File: config.mk
export PLATFORM = sky130hd
export DESIGN_NAME = poll_irq_timer
export DESIGN_NICKNAME = d
export VERILOG_FILES = /design/src/rtl/pit_pkg.sv /design/src/rtl/pit_prescaler.sv /design/src/rtl/pit_preset_reg.sv /design/src/rtl/pit_downcounter.sv /design/src/rtl/poll_irq_timer.sv
export SDC_FILE = /design/constraint.sdc
export NUM_CORES = 1
export LEC_CHECK = 0
export CORE_MARGIN = 2
export CORE_UTILIZATION = 50
export DETAILED_ROUTE_END_ITERATION = 7
export GPL_ROUTABILITY_DRIVEN = 0
export GPL_TIMING_DRIVEN = 0
export PLACE_DENSITY_LB_ADDON = 0.2
export SLEW_MARGIN = 10
export SYNTH_ARGS = -nofsm -noshare
export SYNTH_HDL_FRONTEND = slang
export SYNTH_SLANG_ARGS = --single-unit
File: constraint.sdc
create_clock -name clk -period 5.6 [get_ports clk]
set_input_delay 0.84 -clock clk [delete_from_list [all_inputs] [get_ports clk]]
set_output_delay 0.84 -clock clk [all_outputs]
set_load 0.05 [all_outputs]
File: src/rtl/pit_pkg.sv
package pit_pkg;
  localparam int unsigned PIT_CNT_W   = 13;
  localparam int unsigned PIT_DATA_W  = 16;
  localparam int unsigned PIT_DIV     = 7;
  localparam logic [PIT_CNT_W-1:0] PIT_PRESET_SEL0 = 13'h0B45;
  localparam logic [PIT_CNT_W-1:0] PIT_PRESET_SEL1 = 13'h1313;
endpackage

File: src/rtl/pit_prescaler.sv
module pit_prescaler #(
  parameter int unsigned DIV = pit_pkg::PIT_DIV
) (
  input  logic clk,
  input  logic rst_n,
  output logic tick_o
);
  localparam int unsigned PW = (DIV > 1) ? $clog2(DIV) : 1;
  localparam logic [PW-1:0] LAST = PW'(DIV - 1);

  logic [PW-1:0] div_q;
  logic [PW-1:0] div_d;

  always_comb begin
    tick_o = (div_q == LAST);
    div_d  = tick_o ? '0 : div_q + PW'(1);
  end

  always_ff @(posedge clk or negedge rst_n) begin
    if (!rst_n) div_q <= '0;
    else        div_q <= div_d;
  end

  AST_DIV_RANGE: assert property (@(posedge clk) disable iff (!rst_n)
    div_q <= LAST);
  AST_TICK_SPACED: assert property (@(posedge clk) disable iff (!rst_n)
    tick_o |=> !tick_o);
endmodule

File: src/rtl/pit_preset_reg.sv
module pit_preset_reg #(
  parameter int unsigned CNT_W  = pit_pkg::PIT_CNT_W,
  parameter int unsigned DATA_W = pit_pkg::PIT_DATA_W,
  parameter logic [CNT_W-1:0] SEL0_VAL = pit_pkg::PIT_PRESET_SEL0,
  parameter logic [CNT_W-1:0] SEL1_VAL = pit_pkg::PIT_PRESET_SEL1
) (
  input  logic              clk,
  input  logic              rst_n,
  input  logic              sel_i,
  input  logic              wr_en_i,
  input  logic [DATA_W-1:0] wr_data_i,
  output logic [CNT_W-1:0]  preset_o
);
  logic             armed_q;
  logic             sel_q;
  logic             sel_edge;
  logic [CNT_W-1:0] preset_q;
  logic [CNT_W-1:0] preset_d;

  generate
    if (DATA_W > CNT_W) begin : g_drop_hi
      logic unused_hi;
      assign unused_hi = ^wr_data_i[DATA_W-1:CNT_W];
    end
  endgenerate

  // The reference is taken in the first clock after reset, so no edge is seen then.
  always_comb begin
    sel_edge = armed_q && (sel_i != sel_q);
    preset_d = preset_q;
    if (wr_en_i)       preset_d = wr_data_i[CNT_W-1:0];
    else if (sel_edge) preset_d = sel_i ? SEL1_VAL : SEL0_VAL;
  end

  always_ff @(posedge clk or negedge rst_n) begin
    if (!rst_n) begin
      armed_q  <= 1'b0;
      sel_q    <= 1'b0;
      preset_q <= SEL0_VAL;
    end else begin
      armed_q  <= 1'b1;
      sel_q    <= sel_i;
      preset_q <= preset_d;
    end
  end

  assign preset_o = preset_q;

  AST_WR_LOAD: assert property (@(posedge clk) disable iff (!rst_n)
    wr_en_i |=> preset_q == $past(wr_data_i[CNT_W-1:0]));
  AST_SEL_LOAD: assert property (@(posedge clk) disable iff (!rst_n)
    (sel_edge && !wr_en_i) |=> preset_q == ($past(sel_i) ? SEL1_VAL : SEL0_VAL));
  AST_PRESET_HOLD: assert property (@(posedge clk) disable iff (!rst_n)
    (!wr_en_i && !sel_edge) |=> $stable(preset_q));
endmodule

File: src/rtl/pit_downcounter.sv
module pit_downcounter #(
  parameter int unsigned CNT_W = pit_pkg::PIT_CNT_W,
  parameter logic [CNT_W-1:0] RST_VAL = pit_pkg::PIT_PRESET_SEL0
) (
  input  logic             clk,
  input  logic             rst_n,
  input  logic             tick_i,
  input  logic [CNT_W-1:0] preset_i,
  output logic             wrap_o
);
  logic [CNT_W-1:0] cnt_q;
  logic [CNT_W-1:0] cnt_d;
  logic             at_zero;

  always_comb begin
    at_zero = (cnt_q == '0);
    wrap_o  = tick_i && at_zero;
    cnt_d   = cnt_q;
    if (tick_i) cnt_d = at_zero ? preset_i : cnt_q - CNT_W'(1);
  end

  always_ff @(posedge clk or negedge rst_n) begin
    if (!rst_n) cnt_q <= RST_VAL;
    else        cnt_q <= cnt_d;
  end

  AST_HOLD_OFF_TICK: assert property (@(posedge clk) disable iff (!rst_n)
    !tick_i |=> $stable(cnt_q));
  AST_STEP_DOWN: assert property (@(posedge clk) disable iff (!rst_n)
    (tick_i && cnt_q != '0) |=> cnt_q == $past(cnt_q) - CNT_W'(1));
  AST_RELOAD: assert property (@(posedge clk) disable iff (!rst_n)
    (tick_i && cnt_q == '0) |=> cnt_q == $past(preset_i));
endmodule

File: src/rtl/poll_irq_timer.sv
module poll_irq_timer #(
  parameter int unsigned CNT_W  = pit_pkg::PIT_CNT_W,
  parameter int unsigned DATA_W = pit_pkg::PIT_DATA_W,
  parameter int unsigned DIV    = pit_pkg::PIT_DIV
) (
  input  logic              clk,
  input  logic              rst_n,
  input  logic              period_sel_i,
  input  logic              wr_en_i,
  input  logic [DATA_W-1:0] wr_data_i,
  output logic              irq_o
);
  localparam logic [CNT_W-1:0] SEL0_VAL = CNT_W'(pit_pkg::PIT_PRESET_SEL0);
  localparam logic [CNT_W-1:0] SEL1_VAL = CNT_W'(pit_pkg::PIT_PRESET_SEL1);

  logic             tick;
  logic [CNT_W-1:0] preset;

  pit_prescaler #(.DIV(DIV)) u_prescaler (
    .clk    (clk),
    .rst_n  (rst_n),
    .tick_o (tick)
  );

  pit_preset_reg #(
    .CNT_W    (CNT_W),
    .DATA_W   (DATA_W),
    .SEL0_VAL (SEL0_VAL),
    .SEL1_VAL (SEL1_VAL)
  ) u_preset (
    .clk       (clk),
    .rst_n     (rst_n),
    .sel_i     (period_sel_i),
    .wr_en_i   (wr_en_i),
    .wr_data_i (wr_data_i),
    .preset_o  (preset)
  );

  pit_downcounter #(
    .CNT_W   (CNT_W),
    .RST_VAL (SEL0_VAL)
  ) u_counter (
    .clk      (clk),
    .rst_n    (rst_n),
    .tick_i   (tick),
    .preset_i (preset),
    .wrap_o   (irq_o)
  );

  AST_IRQ_SINGLE: assert property (@(posedge clk) disable iff (!rst_n)
    irq_o |=> !irq_o);
  AST_IRQ_ON_TICK: assert property (@(posedge clk) disable iff (!rst_n)
    irq_o |-> tick);
endmodule

==> results of run 1 <==
==> where the power goes <==
part	leakage, µW	switching [µW]	internal [µW]	total (µW)
registers	0.000363	58.0	279	337
logic	0.000341	65.5	56.7	122
clock network	0.0000386	79.1	73.8	153
==> sequential cells by signal (all words and copies together), names as in the netlist <==
name               cells
u_preset.preset_o     13
u_preset.armed_q       1
u_counter.cnt_q       13
u_preset.sel_q         1
u_prescaler.div_q      3
==> per-layer routing <==
metal / global-route usage [%] / vias to the layer above / wire [µm]
met5: 0 / - / 0
met4: 10.7 / 0 / 32
met3: 5.24 / 4 / 154
met2: 34.9 / 40 / 1630
met1: 29.0 / 600 / 1450
li1: - / 607 / -
==> cell usage in the layout, fill, tap and decap left out, types with 2 or more instances in the layout <==
cell type,count
o31ai_1,3
nor4_4,2
a22o_1,4
o22ai_1,2
nor3_1,3
a21oi_1,18
dfrtp_1,19
ha_1,2
buf_2,2
o21ai_0,17
dfstp_2,12
nand2_1,15
clkdlybuf4s50_1,16
clkbuf_4,5
mux2i_1,4
a21oi_2,2
and3_1,3
clkbuf_8,2
nor2_1,8
o211ai_1,2
clkbuf_1,3
inv_1,9
nand3_1,7
nor2b_1,5
==> metrics by stage <==
step | power (µW) | hold slack [ps] | worst slack, ps
CTS | 613 | 462 | 2180
floorplan | 414 | 421 | 3200
global placement | 453 | 433 | 2610
finish | 612 | 461 | 2190
detailed placement | 461 | 448 | 2590
global route | 650 | 474 | 2040
==> how the worst max path moves through the flow <==
stage / start / to / slack, ps
final: u_counter.cnt_q[5] / irq_o / 2190
after global routing: u_counter.cnt_q[0] / irq_o / 2040
after CTS: u_counter.cnt_q[5] / irq_o / 2180
after detailed placement: u_counter.cnt_q[5] / irq_o / 2590
after global placement: u_counter.cnt_q[5] / irq_o / 2610
after floorplan: u_counter.cnt_q[5] / irq_o / 3200
==> cell families after synthesis <==
family,synth area share [%]
AOI/OAI and AO/OA,20.5
xor gates and xnor gates,0.571
adders and majority gates,1.63
buffers and inverters,3.75
DFF,51.5
muxes,2.61
other,0.244
and+or+nand+nor,19.2
==> final cells by class <==
type                       instances  area (µm²)
buffer                             4        23.8
clock buffer                       8        68.8
fill                             253        1170
inverter                           9        33.8
multi-input combinational        111         686
sequential                        31         791
tap                               33        41.3
timing repair buffer              17         165
==> metrics.md, run 1 <==
| Metric | Value |
|---|---|
| Post-DP HPWL | `2.37 mm` |
| Syn Nets | `177` |
| Req. time, crit path | `4760 ps` |
| Largest cells by area after synthesis | `dfrtp_1, dfstp_2, a21oi_1, o21ai_0, nand2_1` |
| Placed cell area | `1740 µm²` |
| Detailed router's first-iteration violation count | `34` |
| Worst path slowest cell | `clkdlybuf4s50_1` |
| R2r setup slk | `3660 ps` |
| CTS tree | `yes` |
| Vias in the first global route | `1228` |
| Slowest stage delay, CP | `820 ps` |
| IO Port Bufs | `17` |
| Critical Setup Path Class | `flip-flop to output pin` |
| Clk slew on worst S/H paths | `100 ps` |
| Outcome | `finished clean` |
| Pwr dens | `338 nW/µm²` |
| Critical-path cell list | `nor4_4 -> nand4_2 -> buf_6 -> nor2_2 -> clkdlybuf4s50_1` |
| Hold Crit Class | `flip-flop to flip-flop` |
| H-Tree Depth | `2` |
| Number of max-cap violations | `0` |
| Post-synth EDFFs | `0` |
| Die area | `3530 µm²` |
| Worst hold endpoint | `u_prescaler.div_q[0]` |
| Delay-heaviest family, CP | `buffers and inverters` |
| Layout Utilization | `60.8%` |
| Mean post-synth cell area | `9.90 µm²` |
| First-pass GRT wire length | `5.72 mm` |
| Initial Util | `51.5%` |
| Drt via density | `5.87` |
| Cell depth of the worst setup path | `5` |
| Post-synth top cells | `dfrtp_1, a21oi_1, o21ai_0` |
| Synth cell types | `36` |
| Critical path startpoint category | `flip-flop` |
| Final number of hold-violating endpoints | `0` |
| CP Max Fanout | `10` |
| Synth Flop Type | `dfrtp_1` |
| Leak Pwr | `0.000743 µW` |
| Design Area, Final | `1810 µm²` |
| Share of cells above drive strength 1 | `16.1%` |
| Postcts setup bufs | `0` |
| Final Cycle Share | `60.9%` |
| # hold bufs at CTS | `0` |
| Io pins | `21` |
| DR WL/cell | `15.3 µm` |
| Fin nets | `201` |
| WP data arrival | `2570 ps` |
| Sequential fraction of the synthesis area | `51.5%` |
| Setup Total Neg Slack | `0 ps` |
| Hold wc startpoint | `u_prescaler.div_q[0]` |
| FF-to-FF End | `u_counter.cnt_q[10]` |
| CTS root buffer | `clkbuf_4` |
| Synth top area share | `31.0%` |
| Die height | `59.4 µm` |
| Async set or reset register ratio after synthesis | `100%` |
| 1st-pass router iterations | `5` |
| CP Capture Type | `output pin` |
| DRT Wirelength | `3.26 mm` |
| Fin cells | `213` |
| Largest net degree at the start of global routing | `32` |
| Num Clock Sinks | `31` |
| Synthesized area | `1530 µm²` |
| Slew Viols, Final | `0` |
| Post-DRT Antenna Nets | `0` |
| DRC Markers | `0` |
| Resized cells post-CTS | `0` |
| Row cnt | `20` |
| Total GRT Usage | `22.3%` |
| Vias | `1251` |
| Ant. Diodes | `0` |
| P&R area growth vs syn | `17.9%` |
| Slew headroom | `55.5%` |
| Inst Count DP | `205` |
| Worst-margin pin slew | `668 ps` |
| Most common cell in the netlist | `dfrtp_1` |
| CTS Buf Count | `5` |
| Final setup vio count | `0` |
| Max Fclk | `293 MHz` |
| Worst Hold Path Cells | `1` |
| Die Wd | `59.4 µm` |
| Post-synthesis register bit count | `31` |
| Mapped Cells | `155` |
| Fin Clk Skew | `10.2 ps` |
| Minimum clock period | `3410 ps` |
| R2R cell count | `7` |
| Highest ir drop seen on vdd | `0.166 mV` |
| YS warnings | `0` |
| Skew-Pair Late Insertion Delay | `340 ps` |
| Total grt overflow | `0` |
| Initial antenna violation count | `0` |
| Worst Path Buf+Inv | `2` |
| Core Area | `2980 µm²` |
| Clock Path Buffers | `2` |
| Cell type with the largest total area after synthesis | `dfrtp_1` |
| Reg2reg start | `u_counter.cnt_q[0]` |
| Unrepaired setup endpoints after global routing | `no` |
(Power assumes the default switching activity.)
==> run 2, diff against run 1 <==
--- a/config.mk
+++ b/config.mk
@@ -6,7 +6,7 @@
 export NUM_CORES = 1
 export LEC_CHECK = 0
 export CORE_MARGIN = 2
-export CORE_UTILIZATION = 50
+export CORE_UTILIZATION = 48
 export DETAILED_ROUTE_END_ITERATION = 7
 export GPL_ROUTABILITY_DRIVEN = 0
 export GPL_TIMING_DRIVEN = 0
==> constraint.sdc (replaced) <==
create_clock -name clk -period 2.97 [get_ports clk]
set_input_delay 0.4455 -clock clk [delete_from_list [all_inputs] [get_ports clk]]
set_output_delay 0.4455 -clock clk [all_outputs]
set_load 0.05 [all_outputs]
==> metrics.md, run 2 (synthesis gave the netlist of run 1 again) <==
| Metric | Value |
|---|---|
| Die Wd | `60.5 µm` |
| H-Tree Depth | `2` |
| Leak Pwr | `0.000747 µW` |
| Critical Setup Path Class | `flip-flop to output pin` |
| Sw Pwr | `378 µW` |
| Fin nets | `201` |
| Clock Path Buffers | `2` |
| Critical-path cell list | `nor4_4 -> nand4_2 -> buf_6 -> nor2_2 -> dlygate4sd2_1` |
| DR WL/cell | `14.0 µm` |
| Hold Crit Class | `primary input to asynchronous set/reset pin` |
| Pwr dens | `630 nW/µm²` |
| Die height | `60.5 µm` |
| Initial Util | `50.2%` |
| DRT Wirelength | `3.14 mm` |
| Final Cycle Share | `91.6%` |
| Req. time, crit path | `2520 ps` |
| Commonest non-fill, non-tap cells in the layout | `dfrtp_1, a21oi_1, o21ai_0, nand2_1, clkdlybuf4s50_1` |
| CTS root buffer | `clkbuf_4` |
| Total GRT Usage | `20.0%` |
| Worst path slowest cell | `dlygate4sd2_1` |
| Fin cells | `224` |
| Outcome | `finished clean` |
| First-pass GRT wire length | `5.39 mm` |
| Layout Utilization | `59.8%` |
| Delay-heaviest family, CP | `simple AND/OR/NAND/NOR gates` |
| CTS Buf Count | `5` |
| Slowest stage delay, CP | `540 ps` |
| Seq pwr share | `54.8%` |
| DP Worst Slack | `349 ps` |
| GR Layer Usage met2 | `32.8%` |
| Core Area | `3050 µm²` |
| CP Max Fanout | `10` |
| Resized cells post-CTS | `1` |
| Total grt overflow | `0` |
| DRC Markers | `0` |
| Commonest non-fill, non-tap cell in the layout | `dfrtp_1` |
| Number of max-cap violations | `0` |
| Postcts setup bufs | `0` |
| Sw Ratio | `32.9%` |
| CP Capture Type | `output pin` |
| Worst Slack Setup Final | `248 ps` |
| Worst-margin pin slew | `670 ps` |
| Inst Count DP | `216` |
| Critical path startpoint category | `flip-flop` |
| P&R area growth vs syn | `19.0%` |
| Final setup vio count | `0` |
| Share of cells above drive strength 1 | `16.7%` |
| Num Clock Sinks | `31` |
| Slew Viols, Final | `0` |
| Final number of hold-violating endpoints | `0` |
| Worst Path Buf+Inv | `2` |
| Clk pwr share | `25.1%` |
| # hold bufs at CTS | `0` |
| Skew-Pair Late Insertion Delay | `330 ps` |
| Die area | `3660 µm²` |
| WP data arrival | `2280 ps` |
| M1 GR Usage | `25.4%` |
| Vias | `1235` |
| Overall Power | `1150 µW` |
| Setup Total Neg Slack | `0 ps` |
| Vias in the first global route | `1220` |
| Largest net degree at the start of global routing | `32` |
| Slew headroom | `55.3%` |
| Minimum clock period | `2720 ps` |
| CTS tree | `yes` |
| Post-DRT Antenna Nets | `0` |
| Fin Clk Skew | `12.3 ps` |
| Max Fclk | `367 MHz` |
| Comb power frac | `20.1%` |
| GR peak layer | `met2` |
| Ant. Diodes | `0` |
| Detailed router's first-iteration violation count | `19` |
| Io pins | `21` |
| Initial antenna violation count | `0` |
| 1st-pass router iterations | `4` |
| Met3 GRT Util | `4.48%` |
| Unrepaired setup endpoints after global routing | `no` |
| IO Port Bufs | `17` |
| Row cnt | `20` |
| Int Pwr | `772 µW` |
| Drt via density | `5.51` |
| Post-DP HPWL | `2.34 mm` |
| Highest ir drop seen on vdd | `0.367 mV` |
| Clk slew on worst S/H paths | `110 ps` |
[run 2: cell types whose count changed in the layout (fill, tap and decap cells not counted), sizes merged]
cell | before | now
clkbuf | 10 | 9
clkdlybuf4s50 | 16 | 15
clkinvlp | 0 | 1
dlygate4sd2 | 0 | 1
[run 2: final timing paths]
kind	from	end	slack (ps)	cells past startpoint
max	u_counter.cnt_q[5]	irq_o	250	5
max reg2reg	u_counter.cnt_q[0]	u_counter.cnt_q[10]	980	7
min	rst_n	u_counter.cnt_q[4]	130	1
max in group asynchronous	rst_n	u_counter.cnt_q[7]	2390	1
min in group clk	u_prescaler.div_q[0]	u_prescaler.div_q[0]	460	1
min reg2reg	u_prescaler.div_q[0]	u_prescaler.div_q[0]	460	1
[run 2: final cells by class]
cell class / instances / area, µm²
fillers: 286 / 1230
multi-input cells: 111 / 686
inverters: 9 / 33.8
plain buffers: 4 / 23.8
well taps: 44 / 55.1
clock inverters: 1 / 7.51
repair buffers: 17 / 164
clock buffers: 7 / 65.1
flip-flops and latches: 31 / 791
[run 2: power groups by stage]
| stage | Combinational [µW] | Clock, µW | Sequential [µW] |
|---|---|---|---|
| finish | 231 | 289 | 631 |
| global route | 263 | 317 | 645 |
| CTS | 233 | 296 | 629 |
| detailed placement | 230 | 0 | 637 |
| global placement | 222 | 0 | 633 |
| floorplan | 168 | 0 | 612 |
[run 2: through the flow]
| step | cell area (µm²) | hold WS, ps |
|---|---|---|
| floorplan | 1530 | 150 |
| global placement | 1760 | 433 |
| detailed placement | 1750 | 455 |
| CTS | 1830 | 157 |
| global route | 1830 | 172 |
| finish | 1830 | 128 |
[run 2: routing by layer]
| metal | part of all wire (%) | vias to the layer above |
|---|---|---|
| li1 | - | 610 |
| met1 | 46 | 582 |
| met2 | 48 | 38 |
| met3 | 4.9 | 5 |
| met4 | 1.2 | 0 |
| met5 | 0 | - |
